$ cat src/rtl/sfc_pkg.sv
package sfc_pkg;

    localparam int SP_BYTES = 9;
    localparam int SP_BITS  = SP_BYTES * 8;
    localparam int BODY_BITS = (SP_BYTES - 1) * 8;
    localparam int CNT_W    = $clog2(SP_BITS + 1);
    localparam int TEMP_W   = 16;
    localparam logic [7:0] CRC_POLY_REFL = 8'h8C;

    typedef logic [7:0] byte_t;

    typedef struct packed {
        byte_t lo_thr;
        byte_t hi_thr;
    } thr_t;

    typedef enum logic [7:0] {
        CMD_CONVERT = 8'h44,
        CMD_WRITE   = 8'h4E,
        CMD_READ    = 8'hBE,
        CMD_SAVE    = 8'h48,
        CMD_RESTORE = 8'hB8,
        CMD_POWER   = 8'hB4
    } fcmd_e;

    typedef enum logic [2:0] {
        ST_IDLE, ST_CMD, ST_WRITE, ST_READ, ST_POLL, ST_POWER, ST_MUTE
    } fstate_e;

    typedef enum logic [1:0] {
        OP_NONE, OP_CONV, OP_STORE, OP_LOAD
    } op_e;

    function automatic byte_t crc_step(byte_t c, logic b);
        logic fb;
        fb = c[0] ^ b;
        return {1'b0, c[7:1]} ^ (fb ? CRC_POLY_REFL : 8'h00);
    endfunction

    function automatic byte_t crc_over(logic [BODY_BITS-1:0] d);
        byte_t c;
        c = 8'h00;
        for (int i = 0; i < BODY_BITS; i++) c = crc_step(c, d[i]);
        return c;
    endfunction

endpackage

$ cat src/rtl/sfc_scratch.sv
module sfc_scratch
    import sfc_pkg::*;
#(
    parameter logic [15:0] PU_TEMP = 16'h00AA,
    parameter logic [31:0] PU_RSVD = 32'h100C_FFFF
) (
    input  logic               clk,
    input  logic               rst,
    input  logic               temp_we,
    input  logic [TEMP_W-1:0]  temp_d,
    input  logic               thr_we,
    input  thr_t               thr_d,
    output thr_t               thr_q,
    output logic [SP_BITS-1:0] image
);

    logic [TEMP_W-1:0]    temp_q;
    thr_t                 thr_r;
    logic [BODY_BITS-1:0] body;

    always_ff @(posedge clk) begin
        if (rst) begin
            temp_q <= PU_TEMP;
            thr_r  <= '0;
        end else begin
            if (temp_we) temp_q <= temp_d;
            if (thr_we)  thr_r  <= thr_d;
        end
    end

    // check byte always follows the body
    assign body  = {PU_RSVD, thr_r.lo_thr, thr_r.hi_thr, temp_q};
    assign image = {crc_over(body), body};
    assign thr_q = thr_r;

    assert_thr_hold_R4: assert property (@(posedge clk) disable iff (rst)
        !thr_we |=> $stable(thr_r));

    assert_temp_hold_R2: assert property (@(posedge clk) disable iff (rst)
        !temp_we |=> $stable(temp_q));

endmodule

$ cat src/rtl/sfc_optrack.sv
module sfc_optrack
    import sfc_pkg::*;
(
    input  logic clk,
    input  logic rst,
    input  logic start,
    input  op_e  kind,
    input  logic conv_done,
    input  logic nv_done,
    output logic busy,
    output logic fin_conv,
    output logic fin_load,
    output logic conv_req,
    output logic store_req,
    output logic load_req
);

    op_e  kind_q;
    logic boot_pend;
    logic fin_store;

    assign fin_conv  = busy && (kind_q == OP_CONV)  && conv_done;
    assign fin_load  = busy && (kind_q == OP_LOAD)  && nv_done;
    assign fin_store = busy && (kind_q == OP_STORE) && nv_done;

    always_ff @(posedge clk) begin
        if (rst) begin
            busy      <= 1'b1;
            kind_q    <= OP_LOAD;
            boot_pend <= 1'b1;
            conv_req  <= 1'b0;
            store_req <= 1'b0;
            load_req  <= 1'b0;
        end else begin
            conv_req  <= 1'b0;
            store_req <= 1'b0;
            load_req  <= boot_pend;
            boot_pend <= 1'b0;
            if (start && !busy) begin
                busy   <= 1'b1;
                kind_q <= kind;
                conv_req  <= (kind == OP_CONV);
                store_req <= (kind == OP_STORE);
                load_req  <= (kind == OP_LOAD);
            end else if (fin_conv || fin_load || fin_store) begin
                busy <= 1'b0;
            end
        end
    end

    assert_one_req_R13: assert property (@(posedge clk) disable iff (rst)
        $onehot0({conv_req, store_req, load_req}));

    assert_req_busy_R13: assert property (@(posedge clk) disable iff (rst)
        (conv_req || store_req || load_req) |-> busy);

    assert_conv_pulse_R13: assert property (@(posedge clk) disable iff (rst)
        conv_req |=> !conv_req);

endmodule

$ cat src/rtl/scratch_cmd_ctrl.sv
module scratch_cmd_ctrl
    import sfc_pkg::*;
#(
    parameter logic [15:0] PU_TEMP = 16'h00AA,
    parameter logic [31:0] PU_RSVD = 32'h100C_FFFF
) (
    input  logic        clk,
    input  logic        rst,
    input  logic        bus_reset,
    input  logic        cmd_arm,
    input  logic        wr_stb,
    input  logic        wr_bit,
    input  logic        rd_req,
    output logic        rd_vld,
    output logic        rd_bit,
    input  logic        parasite,
    output logic        conv_req,
    input  logic        conv_done,
    input  logic [15:0] conv_temp,
    output logic        nv_store_req,
    output logic        nv_load_req,
    output logic [15:0] nv_wdata,
    input  logic [15:0] nv_rdata,
    input  logic        nv_done
);

    localparam logic [CNT_W-1:0] LAST_CMD_BIT = CNT_W'(7);
    localparam logic [CNT_W-1:0] LAST_WR_BIT  = CNT_W'(15);
    localparam logic [CNT_W-1:0] END_OF_IMAGE = CNT_W'(SP_BITS);

    fstate_e            st;
    logic [CNT_W-1:0]   cnt;
    logic [15:0]        sh;
    logic [15:0]        sh_nx;
    logic               bits_ok;
    logic               start;
    op_e                start_kind;
    logic               thr_we;
    thr_t               thr_d;
    thr_t               thr_q;
    logic               busy;
    logic               fin_conv;
    logic               fin_load;
    logic               slot_val;
    logic [SP_BITS-1:0] image;

    sfc_scratch #(.PU_TEMP(PU_TEMP), .PU_RSVD(PU_RSVD)) u_scratch (
        .clk(clk), .rst(rst),
        .temp_we(fin_conv), .temp_d(conv_temp),
        .thr_we(thr_we), .thr_d(thr_d), .thr_q(thr_q),
        .image(image)
    );

    sfc_optrack u_ops (
        .clk(clk), .rst(rst),
        .start(start), .kind(start_kind),
        .conv_done(conv_done), .nv_done(nv_done),
        .busy(busy), .fin_conv(fin_conv), .fin_load(fin_load),
        .conv_req(conv_req), .store_req(nv_store_req), .load_req(nv_load_req)
    );

    assign nv_wdata = thr_q;
    assign sh_nx    = {wr_bit, sh[15:1]};
    assign bits_ok  = wr_stb && !bus_reset && !cmd_arm;

    // Engine launch and threshold update
    always_comb begin
        start      = 1'b0;
        start_kind = OP_NONE;
        thr_we     = fin_load;
        thr_d      = nv_rdata;
        if (st == ST_CMD && bits_ok && cnt == LAST_CMD_BIT) begin
            case (sh_nx[15:8])
                CMD_CONVERT: begin start = 1'b1; start_kind = OP_CONV;  end
                CMD_SAVE:    begin start = 1'b1; start_kind = OP_STORE; end
                CMD_RESTORE: begin start = 1'b1; start_kind = OP_LOAD;  end
                default: ;
            endcase
        end
        if (st == ST_WRITE && bits_ok && cnt == LAST_WR_BIT) begin
            thr_we = 1'b1;
            thr_d  = sh_nx;
        end
    end

    // Answer for a read slot in the current state
    always_comb begin
        case (st)
            ST_READ:  slot_val = (cnt < END_OF_IMAGE) ? image[cnt] : 1'b1;
            ST_POLL:  slot_val = !busy;
            ST_POWER: slot_val = !parasite;
            default:  slot_val = 1'b1;
        endcase
    end

    always_ff @(posedge clk) begin
        if (rst) begin
            st     <= ST_POLL;
            cnt    <= '0;
            sh     <= '0;
            rd_vld <= 1'b0;
            rd_bit <= 1'b1;
        end else begin
            rd_vld <= rd_req;
            if (rd_req) rd_bit <= slot_val;
            if (bus_reset) begin
                st  <= ST_IDLE;
                cnt <= '0;
            end else if (cmd_arm) begin
                st  <= ST_CMD;
                cnt <= '0;
            end else begin
                case (st)
                    ST_CMD: if (wr_stb) begin
                        sh  <= sh_nx;
                        cnt <= cnt + 1'b1;
                        if (cnt == LAST_CMD_BIT) begin
                            cnt <= '0;
                            case (sh_nx[15:8])
                                CMD_CONVERT, CMD_SAVE, CMD_RESTORE: st <= ST_POLL;
                                CMD_WRITE: st <= ST_WRITE;
                                CMD_READ:  st <= ST_READ;
                                CMD_POWER: st <= ST_POWER;
                                default:   st <= ST_MUTE;
                            endcase
                        end
                    end
                    ST_WRITE: if (wr_stb) begin
                        sh  <= sh_nx;
                        cnt <= cnt + 1'b1;
                        if (cnt == LAST_WR_BIT) begin
                            cnt <= '0;
                            st  <= ST_MUTE;
                        end
                    end
                    ST_READ:  if (rd_req && cnt != END_OF_IMAGE) cnt <= cnt + 1'b1;
                    ST_POWER: if (rd_req) st <= ST_MUTE;
                    default: ;
                endcase
            end
        end
    end

    assert_busreset_idle_R11: assert property (@(posedge clk) disable iff (rst)
        bus_reset |=> (st == ST_IDLE));

    assert_poll_busy_R2: assert property (@(posedge clk) disable iff (rst)
        (rd_req && st == ST_POLL && busy && !fin_conv && !fin_load && !nv_done)
            |=> (rd_vld && !rd_bit));

    assert_read_tail_R5: assert property (@(posedge clk) disable iff (rst)
        (rd_req && st == ST_READ && cnt == END_OF_IMAGE) |=> (rd_vld && rd_bit));

    assert_power_answer_R10: assert property (@(posedge clk) disable iff (rst)
        (rd_req && st == ST_POWER) |=> (rd_vld && rd_bit == !$past(parasite)));

    assert_slot_valid_R12: assert property (@(posedge clk) disable iff (rst)
        rd_req |=> rd_vld);

endmodule

$ cat config.mk
export PLATFORM = sky130hd
export DESIGN_NAME = scratch_cmd_ctrl
export DESIGN_NICKNAME = d
export VERILOG_FILES = /design/src/rtl/sfc_pkg.sv /design/src/rtl/sfc_scratch.sv /design/src/rtl/sfc_optrack.sv /design/src/rtl/scratch_cmd_ctrl.sv
export SDC_FILE = /design/constraint.sdc
export NUM_CORES = 1
export LEC_CHECK = 0
export ABC_AREA = 1
export BUFFER_PORTS_ARGS = -buffer_cell sky130_fd_sc_hd__buf_2
export CAP_MARGIN = 20
export CORE_ASPECT_RATIO = 1.25
export CORE_MARGIN = 1.5
export CORE_UTILIZATION = 43
export DETAILED_ROUTE_END_ITERATION = 8
export HOLD_SLACK_MARGIN = 0.1
export SLEW_MARGIN = 20
export SYNTH_ARGS = -nofsm -noshare
export SYNTH_HDL_FRONTEND = slang
export SYNTH_SLANG_ARGS = --single-unit
$ cat constraint.sdc
create_clock -name clk -period 4.6 [get_ports clk]
set_input_delay 0.46 -clock clk [delete_from_list [all_inputs] [get_ports clk]]
set_output_delay 0.46 -clock clk [all_outputs]
set_load 0.01 [all_outputs]
* Word level (Yosys, flattened, before mapping)
Index checks and enable logic that the tools add are counted.
** Storage, ports and cells
- Memories kept :: 0
- Bits of input ports :: 42
- RAM bits :: 0
- Word-level logic and storage cells :: 278
- Latch bits :: 0
- Register bits after elaboration :: 67
- Bits in read-only memories :: 0
- Output and inout port bits :: 21
** Cells by class
- Shifts and indexed selects :: 0
- $add $sub $neg :: 1
- Bitwise gates (word level) :: 97
- Reduce and logical (&&, ||, !) cells :: 35
- Multiplexer cells :: 91
- Eq/ne operators :: 36
- Magnitude comparators :: 2
- $mul :: 0
- Divide/modulo/power cells :: 0
** Operators with widths (count)
- 2-to-1 mux 8 bit :: 64
- bitwise XOR 7 x 8 -> 8 bit :: 63
- 2-to-1 mux 7 bit :: 5
- bitwise XOR 1 bit :: 31
- == test 8 x 7 -> 1 bit, second input constant :: 3
- == test 8 bit, second input constant :: 3
- 2-to-1 mux 3 bit :: 7
- case mux 7 bit (3 select lines) :: 1
- AND reduction 6 bit :: 3
- 2-to-1 mux 16 bit :: 1
- logical AND 1 bit :: 14
- != test 4 bit, second input constant :: 3
- case mux 3 bit (4 select lines) :: 1
- != test 3 bit, second input constant :: 3
- case mux 3 bit (3 select lines) :: 1
- == test 2 bit, second input constant :: 4
- < comparator 7 x 8 -> 1 bit, second input constant :: 1
- != test 2 bit, second input constant :: 4
- != test 4 x 3 -> 1 bit, second input constant :: 2
- AND reduction 4 bit :: 2
- OR reduction 2 bit :: 4
- adder 7 x 1 -> 7 bit, second input constant :: 1
- binary-select mux 1 bit (select 7 bit) :: 1
- == test 7 x 3 -> 1 bit, second input constant :: 1
- other kinds (20) :: 39

* Depth between registers and ports, before layout
- Depth after elaboration :: 162
- Depth in mapped cells :: 56
- Depth with buffers taken out :: 56

* Hierarchy
A second synthesis with hierarchy kept.
** Second synthesis, totals
- Cells, all modules :: 1125
- Area, all modules :: 6588.8 µm²
** Modules (own cells, without submodules)
- sfc_scratch :: area an instance 3887.5 µm², instances 1, cells each 638, sequential area each 640.6 µm²
- scratch_cmd_ctrl :: area an instance 2421.1 µm², instances 1, cells each 447, sequential area each 540.5 µm²
- sfc_optrack :: area an instance 280.3 µm², instances 1, cells each 40, sequential area each 140.1 µm²

* Worst setup path before layout
Ideal clock, no wire load.
- Path kind :: reg-to-reg
- Start point :: reg u_scratch.temp_q[3]
- End point :: reg rd_bit
- Data arrival time :: 3.939 ns
- Stages on the path, launching flop included :: 50
- Buffers on the path :: 0
- Data required time :: 4.485 ns
- Path slack :: 0.546 ns
- Clock period less this slack :: 4.054 ns
- Library setup time :: 0.115 ns
- Path through :: dfxtp_1 > inv_2 > nand2_1 > nand2_1 > nand3_2 > nand2_2 > nand2_2 > nand3_1 > nand2_1 > nand2_1 > nand2_1 > inv_1 > nand3_1 > nand2_2 > inv_2 > nand2_1 > nand2_1 > nand2_1 > [14 not listed] > nand2_1 > nand2_2 > inv_2 > nand2_4 > nand2_4 > nand2_2 > nand3_1 > nand3_1 > nand2_1 > inv_1 > nand2_1 > nand3_1 > nand2_1 > nand3_1 > nand2_1 > nand2_1 > nand2_1 > nand2_1
** On the way
- Longest elaborated chain between the ends :: 96
- Elaborated cells on any way between the ends :: 149
- Classes of those cells :: mux (62); bitwise (87)
** RTL lines
- from (decl) :: RTL line sfc_scratch.sv:17 : logic [TEMP_W-1:0] temp_q;
- from (signal assigned) :: RTL line sfc_scratch.sv:26 : if (temp_we) temp_q <= temp_d;
- bitwise XOR 1 bit :: RTL line sfc_pkg.sv:36 : fb = c[0] ^ b;
- 2-to-1 mux 8 bit :: RTL line sfc_pkg.sv:37 : return {1'b0, c[7:1]} ^ (fb ? CRC_POLY_REFL : 8'h00);
- bitwise XOR 7 x 8 -> 8 bit (3 in a row) :: RTL line sfc_pkg.sv:37
- bitwise XOR 1 bit :: RTL line sfc_pkg.sv:36
- 2-to-1 mux 8 bit :: RTL line sfc_pkg.sv:37
- bitwise XOR 7 x 8 -> 8 bit (3 in a row) :: RTL line sfc_pkg.sv:37
- bitwise XOR 1 bit :: RTL line sfc_pkg.sv:36
- 2-to-1 mux 8 bit :: RTL line sfc_pkg.sv:37
- [74 not listed]
- 2-to-1 mux 8 bit :: RTL line sfc_pkg.sv:37
- bitwise XOR 7 x 8 -> 8 bit (3 in a row) :: RTL line sfc_pkg.sv:37
- 2-to-1 mux 8 bit :: RTL line sfc_pkg.sv:37
- bitwise XOR 7 x 8 -> 8 bit :: RTL line sfc_pkg.sv:37
- binary-select mux 1 bit (select 7 bit) * :: RTL line scratch_cmd_ctrl.sv:89 : ST_READ: slot_val = (cnt < END_OF_IMAGE) ? image[cnt] : 1'b1;
- 2-to-1 mux 1 bit (not written as such) * :: RTL line scratch_cmd_ctrl.sv:89
- 2-to-1 mux 1 bit * :: RTL line scratch_cmd_ctrl.sv:89
- case mux 1 bit (3 select lines) * :: RTL line scratch_cmd_ctrl.sv:88 : case (st)
- to (signal assigned) :: RTL line scratch_cmd_ctrl.sv:105 : if (rd_req) rd_bit <= slot_val;
- to (decl) :: RTL line scratch_cmd_ctrl.sv:15 : output logic rd_bit,
Every way passes the cells marked *; elsewhere a longest branch is shown, timed or not. The select of a mux whose other input is x is not followed.
A chain may end at the register's enable or synchronous reset.

* Worst setup path after layout
- Start point :: reg u_scratch.temp_q[2]
- End point :: reg rd_bit
** On the way
- Longest elaborated chain between the ends :: 97
- Elaborated cells on any way between the ends :: 152
- Classes of those cells :: mux (63); bitwise (89)
** RTL lines (RTL line)
- bitwise XOR 1 bit :: sfc_pkg.sv:36
- 2-to-1 mux 8 bit :: sfc_pkg.sv:37
- bitwise XOR 7 x 8 -> 8 bit (3 in a row) :: sfc_pkg.sv:37
- bitwise XOR 1 bit / bitwise XOR 7 x 8 -> 8 bit (equally long branches) :: sfc_pkg.sv:36, sfc_pkg.sv:37
- 2-to-1 mux 8 bit / bitwise XOR 1 bit (equally long branches) :: sfc_pkg.sv:37, sfc_pkg.sv:36
- bitwise XOR 7 x 8 -> 8 bit / 2-to-1 mux 8 bit (equally long branches) :: sfc_pkg.sv:37
- bitwise XOR 7 x 8 -> 8 bit (2 in a row) :: sfc_pkg.sv:37
- bitwise XOR 1 bit / bitwise XOR 7 x 8 -> 8 bit (equally long branches) :: sfc_pkg.sv:36, sfc_pkg.sv:37
- [77 not listed]
- bitwise XOR 7 x 8 -> 8 bit (2 in a row) :: sfc_pkg.sv:37
- 2-to-1 mux 8 bit / bitwise XOR 7 x 8 -> 8 bit (equally long branches) :: sfc_pkg.sv:37
- bitwise XOR 7 x 8 -> 8 bit / 2-to-1 mux 8 bit (equally long branches) :: sfc_pkg.sv:37
- bitwise XOR 7 x 8 -> 8 bit :: sfc_pkg.sv:37
- binary-select mux 1 bit (select 7 bit) * :: scratch_cmd_ctrl.sv:89
- 2-to-1 mux 1 bit (not written as such) * :: scratch_cmd_ctrl.sv:89
- 2-to-1 mux 1 bit * :: scratch_cmd_ctrl.sv:89
- case mux 1 bit (3 select lines) * :: scratch_cmd_ctrl.sv:88
Marks and branches as above.

==> impl_metrics.yaml <==
detailed_routing:
  antenna_left: 0
  drt_iter0_drc: 269
  routedWlPerCell_um: 14.05
  viasPerCell: 5.113
  wl_um: 15800
  dr.pass1.iters: 5
  vias: 5752
  drc: 0
timing:
  post-route-min-period_ns: 4.537
  timing.final.max_slew_violations: 0
  timing.final.crit_share_pct: 98.63
  hold_violations: 0
  fin_worst_skew_ns: 0.008140
  rsz0062_at_grt: "true"
  finalSetupTns_ns: 0
  maxSlewHeadroom_pct: 37.19
  fmaxAchievable_ghz: 0.2204
  setup-violations-final: 0
  worstMarginPinSlew_ns: 0.9412
cts:
  clk_path_buf_depth: 2
  cts_sinks: 66
  path_clk_slew_ns: 0.06
  clk_latency_ns: 0.34
  cts_max_level: 3
  cts_root_buf: "clkbuf_16"
  cts_tree: "yes"
  cts_buffers: 9
floorplanning:
  die_h_um: 128.4
  initial_core_util_pct: 44.30
  dieArea_um2: 13270
  die_w_um: 103.4
  rows: 45
  io_pins: 63
  core_um2: 12220
flow_run:
  max_cap_violations: 0
logic_synthesis:
  yosysWarningCount: 0
  syn_inst: 860
  synth_cell_types: 41
  syn_area_um2: 5413
  synth_top_flop_cell: "dfxtp_1"
  seq_area_frac_synth_pct: 24.41
  yosysTopAreaCellShare_pct: 24.41
  synth_edf_count: 0
  syn-num-nets: 904
  ys_top_cells_by_area: "dfxtp_1, nand2_1, nand3_1"
  yosys.area.top_type: "dfxtp_1"
  synth-seq-cells: 66
  synthArstFlopShare_pct: 0
  syn_area_per_cell_um2: 6.294
min_path:
  worstHoldPathType: "input pin to flop"
  min_to: "u_scratch.temp_q[3]"
  worstHoldStart: "conv_temp[3]"
  whs_path_depth: 3
global_route:
  grt_pass1_wl_um: 23980
  grt_pass1_vias: 5090
  grt.total_usage_pct: 23.01
  antenna_found_initial: 0
  grt_max_degree: 33
  grt_remaining_overflow: 0
power_and_ir_drop:
  power.density_nw_per_um2: 634.5
  max-vdd-ir-drop_v: 0.0004864
  leakagePower_nw: 3.421
critical_path:
  cpMaxStageDelayCell: "dfxtp_2"
  cp.arrival_ns: 4.77
  path_delay_family: "simple AND/OR/NAND/NOR gates"
  crit_buf_inv: 5
  r2r_setup_slack_ns: 0.06
  rr_endpoint: "rd_bit"
  path_common_cell: "nand2_4"
  cp-start-kind: "flop"
  crit_type: "flop to flop"
  endpoint_kind: "flop"
  crit_required_ns: 4.83
  crit_fanout: 5
  cpPeakStageDelay_ns: 0.34
  r2r_cells: 45
  rr_startpoint: "u_scratch.temp_q[2]"
place:
  portBuffers: 62
  gp_congestion: 0.9094
  dp_hpwl_um: 11340
outcome:
  status: "finished clean"
finish:
  antenna_cells: 0
  syn2layout_area_growth_pct: 33.31
  utilization_pct: 59.06
  drive_gt1_share_pct: 36.11
  finalNetCount: 1000
## repair_timing
action	4_1_cts	5_1_grt
pin swaps	3	73
hold buffers	0	0
gates resized for setup	14	163
endpoints found under the setup margin	1	1
buffers inserted	0	19
## power by group
group          internal (mW)  switching [mW]
clock                  0.384           0.271
combinational           1.37            1.96
sequential             0.583          0.0141
## how the worst max path moves through the flow
stage / to / cells after the start / startpoint
6_report: rd_bit / 45 / u_scratch.temp_q[2]
5_1_grt: rd_bit / 50 / u_scratch.temp_q[2]
4_1_cts: rd_bit / 50 / u_scratch.temp_q[0]
3_5_place_dp: rd_bit / 45 / u_scratch.temp_q[3]
3_3_place_gp: rd_bit / 47 / u_scratch.temp_q[3]
2_1_floorplan: rd_bit / 49 / u_scratch.temp_q[3]
## metal layers
layer	part of all wire, %	GRT usage (%)	vias up
li1	-	-	2972
met1	46	31.09	2651
met2	49	37.22	108
met3	3.5	3.422	21
met4	1.9	7.870	0
met5	0	0	-
## cell type report
cell class              instances  area, um2
multi-input cells             626       4100
repair buffers                125      790.8
well taps                     164      205.2
inverters                     128      493.0
clock inverters                 6      48.80
fillers                      1189       5002
clock buffers                  10      239.0
flip-flops and latches         66       1339
## synthesized netlist by cell type (3+ instances only)
library cell and instances:
nand2_1 200, inv_1 112, nand3_1 93, o21ai_0 80, dfxtp_1 66, a21oi_1 59
nor2_1 41, nand2_2 37, clkbuf_1 20, buf_4 18, xor2_1 17, inv_2 16
nand2_4 14, nand3_2 14, nor3_1 10, nor4_1 7, o211ai_1 7, xnor2_1 7
nand3b_1 6, a311oi_1 3, nand4_1 3, xnor3_1 3, xor2_2 3
## kinds of logic after synthesis
group | count (synthesis) | share of synthesized area [%]
buf+inv | 168 | 13.06
compound gates | 162 | 16.18
flops | 66 | 24.41
fa+ha+maj | 2 | 0.4622
simple gates | 430 | 39.04
xor+xnor | 32 | 6.842
## tightest hold or removal path, delay by kind of cell
family                 cells  cell delay, ns
AO/OA/AOI/OAI              1            0.06
AND/OR/NAND/NOR            1            0.04
buffers and inverters      1            0.07
## layout by cell type (no fill, tap or decap), drive strengths merged, types with 7 or more instances in the layout
cell type	count
xor2	21
xnor2	8
nor2	41
a21oi	59
o211ai	7
nor3	10
o21ai	81
clkbuf	10
nor4	7
buf	125
inv	130
nand3	109
dfxtp	66
nand2	251
## per-stage QoR
stage               cell area, um2  std cells  hold slack [ns]  setup slack [ns]  power (mW)
floorplan                     5413        860           0.4287            0.5461       2.499
global placement              6035       1090           0.4405          -0.09441       3.018
detailed placement            6035       1090           0.4436           -0.1138       3.002
CTS                           6372       1106           0.3374          0.001567       3.709
global route                  7216       1125           0.3383           -0.3583       4.944
finish                        7216       1125           0.3413           0.06303       4.578
## registers in the layout, indices dropped and copies added (netlist names)
name / cells
rd_bit: 1
rd_vld: 1
u_ops.load_req: 1
sh: 15
cnt: 7
st: 3
u_ops.store_req: 1
u_scratch.temp_q: 16
u_scratch.image: 16
u_ops.boot_pend: 1
u_ops.busy: 1
u_ops.kind_q: 2
u_ops.conv_req: 1
(Power assumes the default switching activity.)
